===== src/rtl/sr_seq_pkg.sv =====
package sr_seq_pkg;

    typedef enum logic [2:0] {
        ST_IDLE     = 3'd0,
        ST_ENTER    = 3'd1,
        ST_IN_SR    = 3'd2,
        ST_WAIT_CLK = 3'd3,
        ST_EXIT_NOP = 3'd4,
        ST_READY    = 3'd5
    } sr_state_t;

    typedef struct packed {
        logic cs_n;
        logic ras_n;
        logic cas_n;
        logic we_n;
    } sr_cmd_t;

    localparam sr_cmd_t CMD_NOP = '{cs_n: 1'b0, ras_n: 1'b1, cas_n: 1'b1, we_n: 1'b1};
    localparam sr_cmd_t CMD_REF = '{cs_n: 1'b0, ras_n: 1'b0, cas_n: 1'b0, we_n: 1'b1};

    typedef struct packed {
        logic    cke;
        sr_cmd_t cmd;
        logic    cmd_en;
        logic    rd_en;
        logic    sr_ack;
    } sr_out_t;

    // Length of the NOP-only window after the clock enable rises.
    function automatic int unsigned sr_nop_len(input int unsigned txsnr,
                                               input int unsigned dll_cyc,
                                               input bit          cons);
        if (cons || txsnr >= dll_cyc)
            return dll_cyc;
        else if (txsnr == 0)
            return 1;
        else
            return txsnr;
    endfunction

    function automatic sr_out_t sr_decode(input sr_state_t s);
        sr_out_t o;
        o = '{cke: 1'b1, cmd: CMD_NOP, cmd_en: 1'b0, rd_en: 1'b0, sr_ack: 1'b0};
        case (s)
            ST_IDLE: begin
                o.cmd_en = 1'b1;
                o.rd_en  = 1'b1;
            end
            ST_ENTER: begin
                o.cke = 1'b0;
                o.cmd = CMD_REF;
            end
            ST_IN_SR, ST_WAIT_CLK: begin
                o.cke    = 1'b0;
                o.sr_ack = 1'b1;
            end
            ST_EXIT_NOP: o.cke = 1'b1;
            ST_READY:    o.cmd_en = 1'b1;
            default:     o.cke = 1'b1;
        endcase
        return o;
    endfunction

endpackage


===== src/rtl/sr_seq_timer.sv =====
module sr_seq_timer #(
    parameter int unsigned NOP_LEN = 10,
    parameter int unsigned DLL_CYC = 200,
    localparam int unsigned CNT_W  = $clog2(DLL_CYC + 1)
) (
    input  logic clk,
    input  logic rst,
    input  logic clr,
    input  logic run,
    output logic nop_last,
    output logic dll_last
);
    localparam logic [CNT_W-1:0] NOP_END = CNT_W'(NOP_LEN - 1);
    localparam logic [CNT_W-1:0] DLL_END = CNT_W'(DLL_CYC - 1);
    localparam logic [CNT_W-1:0] CNT_MAX = CNT_W'(DLL_CYC);

    logic [CNT_W-1:0] cnt_q;

    always_ff @(posedge clk) begin
        if (rst || clr)
            cnt_q <= '0;
        else if (run && cnt_q != CNT_MAX)
            cnt_q <= cnt_q + 1'b1;
    end

    assign nop_last = run && (cnt_q == NOP_END);
    assign dll_last = run && (cnt_q == DLL_END);
endmodule


===== src/rtl/sr_seq_fsm.sv =====
module sr_seq_fsm
    import sr_seq_pkg::*;
#(
    parameter bit SKIP_READY = 1'b0
) (
    input  logic      clk,
    input  logic      rst,
    input  logic      sleep_req,
    input  logic      wake_req,
    input  logic      clk_stable,
    input  logic      nop_last,
    input  logic      dll_last,
    output sr_state_t state
);
    sr_state_t state_q, state_d;
    logic      wake_held_q;

    always_comb begin
        state_d = state_q;
        case (state_q)
            ST_IDLE:     if (sleep_req) state_d = ST_ENTER;
            ST_ENTER:    state_d = ST_IN_SR;
            ST_IN_SR:    if (wake_req || wake_held_q) state_d = ST_WAIT_CLK;
            ST_WAIT_CLK: if (clk_stable) state_d = ST_EXIT_NOP;
            ST_EXIT_NOP: if (nop_last) state_d = SKIP_READY ? ST_IDLE : ST_READY;
            ST_READY:    if (dll_last) state_d = ST_IDLE;
            default:     state_d = ST_IDLE;
        endcase
    end

    always_ff @(posedge clk) begin
        if (rst) begin
            state_q     <= ST_IDLE;
            wake_held_q <= 1'b0;
        end else begin
            state_q <= state_d;
            if (state_q == ST_ENTER && wake_req)
                wake_held_q <= 1'b1;
            else if (state_q == ST_IN_SR)
                wake_held_q <= 1'b0;
        end
    end

    assign state = state_q;
endmodule


===== src/rtl/sr_seq_outdec.sv =====
module sr_seq_outdec
    import sr_seq_pkg::*;
(
    input  sr_state_t state,
    output sr_out_t   pins
);
    assign pins = sr_decode(state);
endmodule


===== src/rtl/sr_seq_top.sv =====
module sr_seq_top
    import sr_seq_pkg::*;
#(
    parameter int unsigned TXSNR        = 10,
    parameter int unsigned DLL_CYC      = 200,
    parameter bit          CONSERVATIVE = 1'b0
) (
    input  logic clk,
    input  logic rst,
    input  logic sleep_req,
    input  logic wake_req,
    input  logic clk_stable,
    output logic mem_cke,
    output logic mem_cs_n,
    output logic mem_ras_n,
    output logic mem_cas_n,
    output logic mem_we_n,
    output logic cmd_en,
    output logic rd_en,
    output logic sr_ack
);
    localparam int unsigned NOP_LEN   = sr_nop_len(TXSNR, DLL_CYC, CONSERVATIVE);
    localparam bit          NO_READY  = (NOP_LEN >= DLL_CYC);

    sr_state_t state;
    sr_out_t   pins;
    logic      nop_last, dll_last;
    logic      tmr_clr, tmr_run;

    assign tmr_clr = (state == ST_WAIT_CLK);
    assign tmr_run = (state == ST_EXIT_NOP) || (state == ST_READY);

    sr_seq_fsm #(.SKIP_READY(NO_READY)) u_fsm (
        .clk        (clk),
        .rst        (rst),
        .sleep_req  (sleep_req),
        .wake_req   (wake_req),
        .clk_stable (clk_stable),
        .nop_last   (nop_last),
        .dll_last   (dll_last),
        .state      (state)
    );

    sr_seq_timer #(.NOP_LEN(NOP_LEN), .DLL_CYC(DLL_CYC)) u_tmr (
        .clk      (clk),
        .rst      (rst),
        .clr      (tmr_clr),
        .run      (tmr_run),
        .nop_last (nop_last),
        .dll_last (dll_last)
    );

    sr_seq_outdec u_dec (
        .state (state),
        .pins  (pins)
    );

    assign mem_cke   = pins.cke;
    assign mem_cs_n  = pins.cmd.cs_n;
    assign mem_ras_n = pins.cmd.ras_n;
    assign mem_cas_n = pins.cmd.cas_n;
    assign mem_we_n  = pins.cmd.we_n;
    assign cmd_en    = pins.cmd_en;
    assign rd_en     = pins.rd_en;
    assign sr_ack    = pins.sr_ack;
endmodule


===== config.mk =====
export PLATFORM = sky130hd
export DESIGN_NAME = sr_seq_top
export DESIGN_NICKNAME = d
export VERILOG_FILES = /design/src/rtl/sr_seq_pkg.sv /design/src/rtl/sr_seq_timer.sv /design/src/rtl/sr_seq_fsm.sv /design/src/rtl/sr_seq_outdec.sv /design/src/rtl/sr_seq_top.sv
export SDC_FILE = /design/constraint.sdc
export NUM_CORES = 1
export LEC_CHECK = 0
export ABC_AREA = 1
export CAP_MARGIN = 15
export CORE_UTILIZATION = 50
export CTS_CLUSTER_DIAMETER = 40
export DETAILED_ROUTE_END_ITERATION = 16
export GPL_TIMING_DRIVEN = 0
export MAX_ROUTING_LAYER = met4
export PLACE_DENSITY = 0.84
export SETUP_SLACK_MARGIN = 0.15
export SLEW_MARGIN = 10
export SYNTH_ARGS = -nofsm -noshare
export SYNTH_HDL_FRONTEND = slang
export SYNTH_SLANG_ARGS = --single-unit

===== constraint.sdc =====
create_clock -name clk -period 1.4 [get_ports clk]
set_input_delay 0.35 -clock clk [delete_from_list [all_inputs] [get_ports clk]]
set_output_delay 0.35 -clock clk [all_outputs]
set_load 0.03 [all_outputs]

==> flow_metrics.env, run 1 <==
export IMPL_root_buffer="clkbuf_4"
export IMPL_worstEpCategory="primary output"
export IMPL_ys_seq_area_share_pct=27.7
export IMPL_grt_usage_pct=62.4
export IMPL_portBuffers=10
export IMPL_cts_inserted_buffers=3
export IMPL_lastStage="5_1_grt"
export IMPL_synth_cell_types=21
export IMPL_gp_congestion=0.914
export IMPL_yosysWarnings=0
export IMPL_die_w_um=43.7
export IMPL_hold_buffers=0
export IMPL_htreeDepth=1
export IMPL_ios=13
export IMPL_cts_sinks=12
export IMPL_syn_area_per_cell_sq_um=6.16
export IMPL_cts_buffer_depth=2
export IMPL_dp_cells=167
export IMPL_gr_total_overflow=15
export IMPL_grt_max_degree=9
export IMPL_ys_ff_latch=12
export IMPL_die_h_um=43.7
export IMPL_initial_core_util_pct=55.7
export IMPL_syn_num_nets=149
export IMPL_grt_worst_endpoint="cmd_en"
export IMPL_outcome="stopped before the end"
export IMPL_syn_inst=141
export IMPL_error_line="[ERROR GRT-0232] Routing congestion too high. Check the congestion heatmap in the GUI."
export IMPL_num_rows=14
export IMPL_hpwl_um=1440
export IMPL_syn_area_sq_um=868
==> synthesized netlist by cell type <==
master    n  area share [%]
a21oi_1  10             5.8
a31oi_2   1             1.4
buf_4     4             3.5
conb_1    2            0.86
dfxtp_1  12              28
ha_1      3             4.3
inv_1    15             6.5
inv_2     5             2.2
nand2_1  36              16
nand2_2   3             2.2
nand3_1   9             5.2
nand3_2   2             2.3
nand4_1   3             2.2
nor2_1   23             9.9
nor2_2    3             2.2
nor2_4    1             1.3
o21ai_0   1            0.58
o21ai_1   3             1.7
o22ai_1   1            0.72
xnor2_1   1             1.0
xor2_1    3             3.0
==> repair_timing <==
action                                  4_1_cts
buffers inserted                             11
endpoints found under the setup margin       17
pin swaps                                     9
gates resized for setup                      79
==> kinds of logic after synthesis <==
| logic type | share of synthesized area [%] |
|---|---|
| adder cells (fa/ha/maj) | 4.32 |
| AND/OR/NAND/NOR | 40.8 |
| other | 0.865 |
| flip-flops | 27.7 |
| buffers and inverters | 12.1 |
| XOR/XNOR | 4.04 |
| AO/OA/AOI/OAI | 10.2 |
==> through the flow <==
step                hold WS [ns]  setup WS, ns  instance area (sq um)  util, %  TNS [ns]
global placement           0.450        -0.387                   1010     64.6     -2.20
detailed placement         0.462        -0.405                   1010     64.6     -2.61
CTS                        0.474       -0.0733                   1250     80.3    -0.193
floorplan                  0.419         0.117                    887        -         0
==> metal layers <==
| metal | track usage (%) | overflow |
|---|---|---|
| met5 | - | - |
| met4 | 74.4 | 5 |
| met3 | 25.4 | 0 |
| met2 | 85.4 | 10 |
| met1 | 60.4 | 0 |
==> inputs of run 2 (changes only) <==
--- a/config.mk
+++ b/config.mk
@@ -7,13 +7,11 @@
 export LEC_CHECK = 0
 export ABC_AREA = 1
 export CAP_MARGIN = 15
-export CORE_UTILIZATION = 50
-export CTS_CLUSTER_DIAMETER = 40
+export CORE_AREA = 2 2 63 65
 export DETAILED_ROUTE_END_ITERATION = 16
+export DIE_AREA = 0 0 65 67
 export GPL_TIMING_DRIVEN = 0
-export MAX_ROUTING_LAYER = met4
-export PLACE_DENSITY = 0.84
-export SETUP_SLACK_MARGIN = 0.15
+export PLACE_DENSITY_LB_ADDON = 0.15
 export SLEW_MARGIN = 10
 export SYNTH_ARGS = -nofsm -noshare
 export SYNTH_HDL_FRONTEND = slang
==> flow_metrics.env, run 2 <==
export IMPL_synth_area_leaders="dfxtp_1, nand2_1, nor2_1"
export IMPL_diodes=0
export IMPL_wirelength_um=2140
export IMPL_initial_core_util_pct=24.1
export IMPL_root_buffer="clkbuf_8"
export IMPL_clkSlewWorstSetupHoldPaths_ns=0.06
export IMPL_hpwl_um=1520
export IMPL_yosys_area_share_simple_pct=40.8
export IMPL_whs_ns=0.466
export IMPL_cp_cell_sequence="inv_8, nand2_4, o22ai_2, buf_6"
export IMPL_synthToLayoutAreaGrowth_pct=46.0
export IMPL_grt_max_degree=9
export IMPL_drc=0
export IMPL_cts_sinks=12
export IMPL_cts_tree="yes"
export IMPL_ys_seq_area_share_pct=27.7
export IMPL_fin_nets=173
export IMPL_gp_congestion=0.794
export IMPL_synth_cell_types=21
export IMPL_grt_pass1_wl_um=3460
export IMPL_dr_pass1_iters=4
export IMPL_peakVddDrop_uv=698
export IMPL_skew_ns=0.000804
export IMPL_cp_buffers_inverters=2
export IMPL_synth_edff_count=0
export IMPL_outcome="finished, violations left"
export IMPL_hold_buffers=0
export IMPL_die_w_um=65
export IMPL_gr_total_overflow=0
export IMPL_rsz0062_at_grt="true"
export IMPL_worstPathArrival_ns=1.09
export IMPL_switching_share_pct=43.2
export IMPL_synth_fa_ha_area_share_pct=4.32
export IMPL_seqPwrFrac_pct=23.6
export IMPL_leakagePower_nw=0.544
export IMPL_cts_buffer_depth=2
export IMPL_combPwrFrac_pct=57.7
export IMPL_utilization_pct=35.1
export IMPL_power_share_clock_pct=18.6
export IMPL_crit_type="flop to primary output"
export IMPL_path_max_fanout=5
export IMPL_top_register="u_tmr.cnt_q"
export IMPL_detail_route_antenna_nets=0
export IMPL_drt_initial_drc_count=31
export IMPL_hold_viol=0
export IMPL_crit_path_start_kind="flop"
export IMPL_drv_slew=0
export IMPL_fmax_mhz=692
export IMPL_portBuffers=10
export IMPL_setup_ws_ns=-0.0445
export IMPL_cp_top_family="flip-flops"
export IMPL_cp_end_kind="primary output"
export IMPL_muxShareOfSynthArea_pct=0
export IMPL_cts_inserted_buffers=3
export IMPL_dp_cells=199
export IMPL_syn_num_nets=149
export IMPL_fin_crit_sh_pct=103
export IMPL_syn_inst=141
export IMPL_hold_class="flop to flop"
export IMPL_r2r_slack_ns=0.10
export IMPL_die_h_um=67
export IMPL_cap_violations=0
export IMPL_ios=13
export IMPL_num_rows=22
export IMPL_vias=903
export IMPL_syn_area_per_cell_sq_um=6.16
export IMPL_synth_top_family_by_area="simple AND/OR/NAND/NOR gates"
export IMPL_dominantRegCellSynth="dfxtp_1"
export IMPL_synthXorXnorAreaFrac_pct=4.03
export IMPL_final_common_cell="nand2_1"
export IMPL_synth_top_area_share_pct=27.7
export IMPL_antenna_found_initial=0
export IMPL_yosysWarnings=0
export IMPL_crit_path_top_delay_cell="dfxtp_4"
export IMPL_fin_cells=212
export IMPL_synth_compound_area_share_pct=10.2
export IMPL_core_sq_um=3610
export IMPL_period_minus_slack_ns=1.44
export IMPL_dieArea_sq_um=4360
export IMPL_largest_reg_flops=8
export IMPL_powerDensity_nw_per_um2=1640
export IMPL_finalSetupViolCount=3
export IMPL_crit_path_max_incr_delay_ns=0.38
export IMPL_synth_common_cells="nand2_1, nor2_1, inv_1"
export IMPL_intPower_mw=1.18
export IMPL_async_reset_ff_share_pct=0
export IMPL_grt_pass1_vias=805
export IMPL_clk_latency_ns=0.24
export IMPL_ys_ff_latch=12
export IMPL_viasPerCell=4.26
export IMPL_cp_required_ns=1.05
export IMPL_layout_common_cells="nand2_1, nor2_1, inv_1, buf_4, a21oi_1"
export IMPL_violations="negative setup slack"
export IMPL_grt_usage_pct=10.5
export IMPL_p_total_mw=2.08
export IMPL_yosys_area_top_type="dfxtp_1"
export IMPL_layout_drive_gt1_share_pct=33.5
export IMPL_p_sw_uw=900
export IMPL_htreeDepth=1
export IMPL_wl_per_cell_um=10.1
export IMPL_synth_most_common_cell="nand2_1"
export IMPL_syn_area_sq_um=868
run 2: cell counts after synthesis:
No cell type changed its count.
run 2: worst paths after layout:
| check | from | end | cells past startpoint |
|---|---|---|---|
| worst max-delay path | u_fsm.state[1] | cmd_en | 4 |
| worst min-delay path | u_fsm.wake_held_q | u_fsm.wake_held_q | 2 |
| worst max register to register | u_fsm.state[2] | u_fsm.state[2] | 9 |
| worst min register to register | u_fsm.wake_held_q | u_fsm.wake_held_q | 2 |
run 2: kinds of logic (layout without fill, tap and decap cells):
logic type,count (synthesis),count (layout)
compound gates,16,16
xor+xnor,4,4
fa+ha+maj,3,3
buf+inv,24,47
flops,12,12
other cells,2,2
simple gates,80,80
run 2: area by class of cell:
cell class / count / area (sq um)
Buffer: 4 / 33.8
Multi-Input combinational cell: 105 / 607
Inverter: 20 / 85.1
Timing Repair Buffer: 19 / 175
Sequential cell: 12 / 251
Tap cell: 48 / 60.1
Fill cell: 396 / 2340
Clock buffer: 4 / 55.1
run 2: through the flow:
stage / area, sq um / TNS (ns) / setup WS (ns)
floorplan: 868 / -0.0278 / -0.0159
global placement: 1030 / -2.92 / -0.419
detailed placement: 1030 / -2.81 / -0.391
CTS: 1130 / -0.522 / -0.0848
global route: 1270 / -0.284 / -0.0956
finish: 1270 / -0.102 / -0.0445
run 2: power by group through the flow:
stage / Clock, mW / Sequential, mW / Combinational (mW)
6_report: 0.388 / 0.492 / 1.20
3_3_place_gp: 0 / 0.452 / 0.923
4_1_cts: 0.406 / 0.472 / 0.987
3_5_place_dp: 0 / 0.451 / 0.917
2_1_floorplan: 0 / 0.439 / 0.631
5_1_grt: 0.420 / 0.502 / 1.31
run 2: timing repair:
action | in CTS | in global routing
endpoints found under the setup margin | 14 | 17
pin swaps | 0 | 3
setup buffers | 2 | 7
resized for setup | 51 | 24
run 2: layer usage:
layer / GRT usage, % / wire (um) / vias to the layer above / part of all wire [%]
li1: - / - / 484 / -
met1: 12.8 / 1060 / 399 / 49
met2: 17.7 / 989 / 16 / 46
met3: 2.36 / 65 / 4 / 3.0
met4: 4.79 / 26 / 0 / 1.2
met5: 0 / 0 / - / 0
run 2: worst reg2reg max path: cells and delay by family, from the launching register on:
kind / cells / cell delay [ns]
buf+inv: 3 / 0.41
flops: 1 / 0.31
compound gates: 1 / 0.12
simple gates: 5 / 0.35
Power figures use the tool's default switching activity.
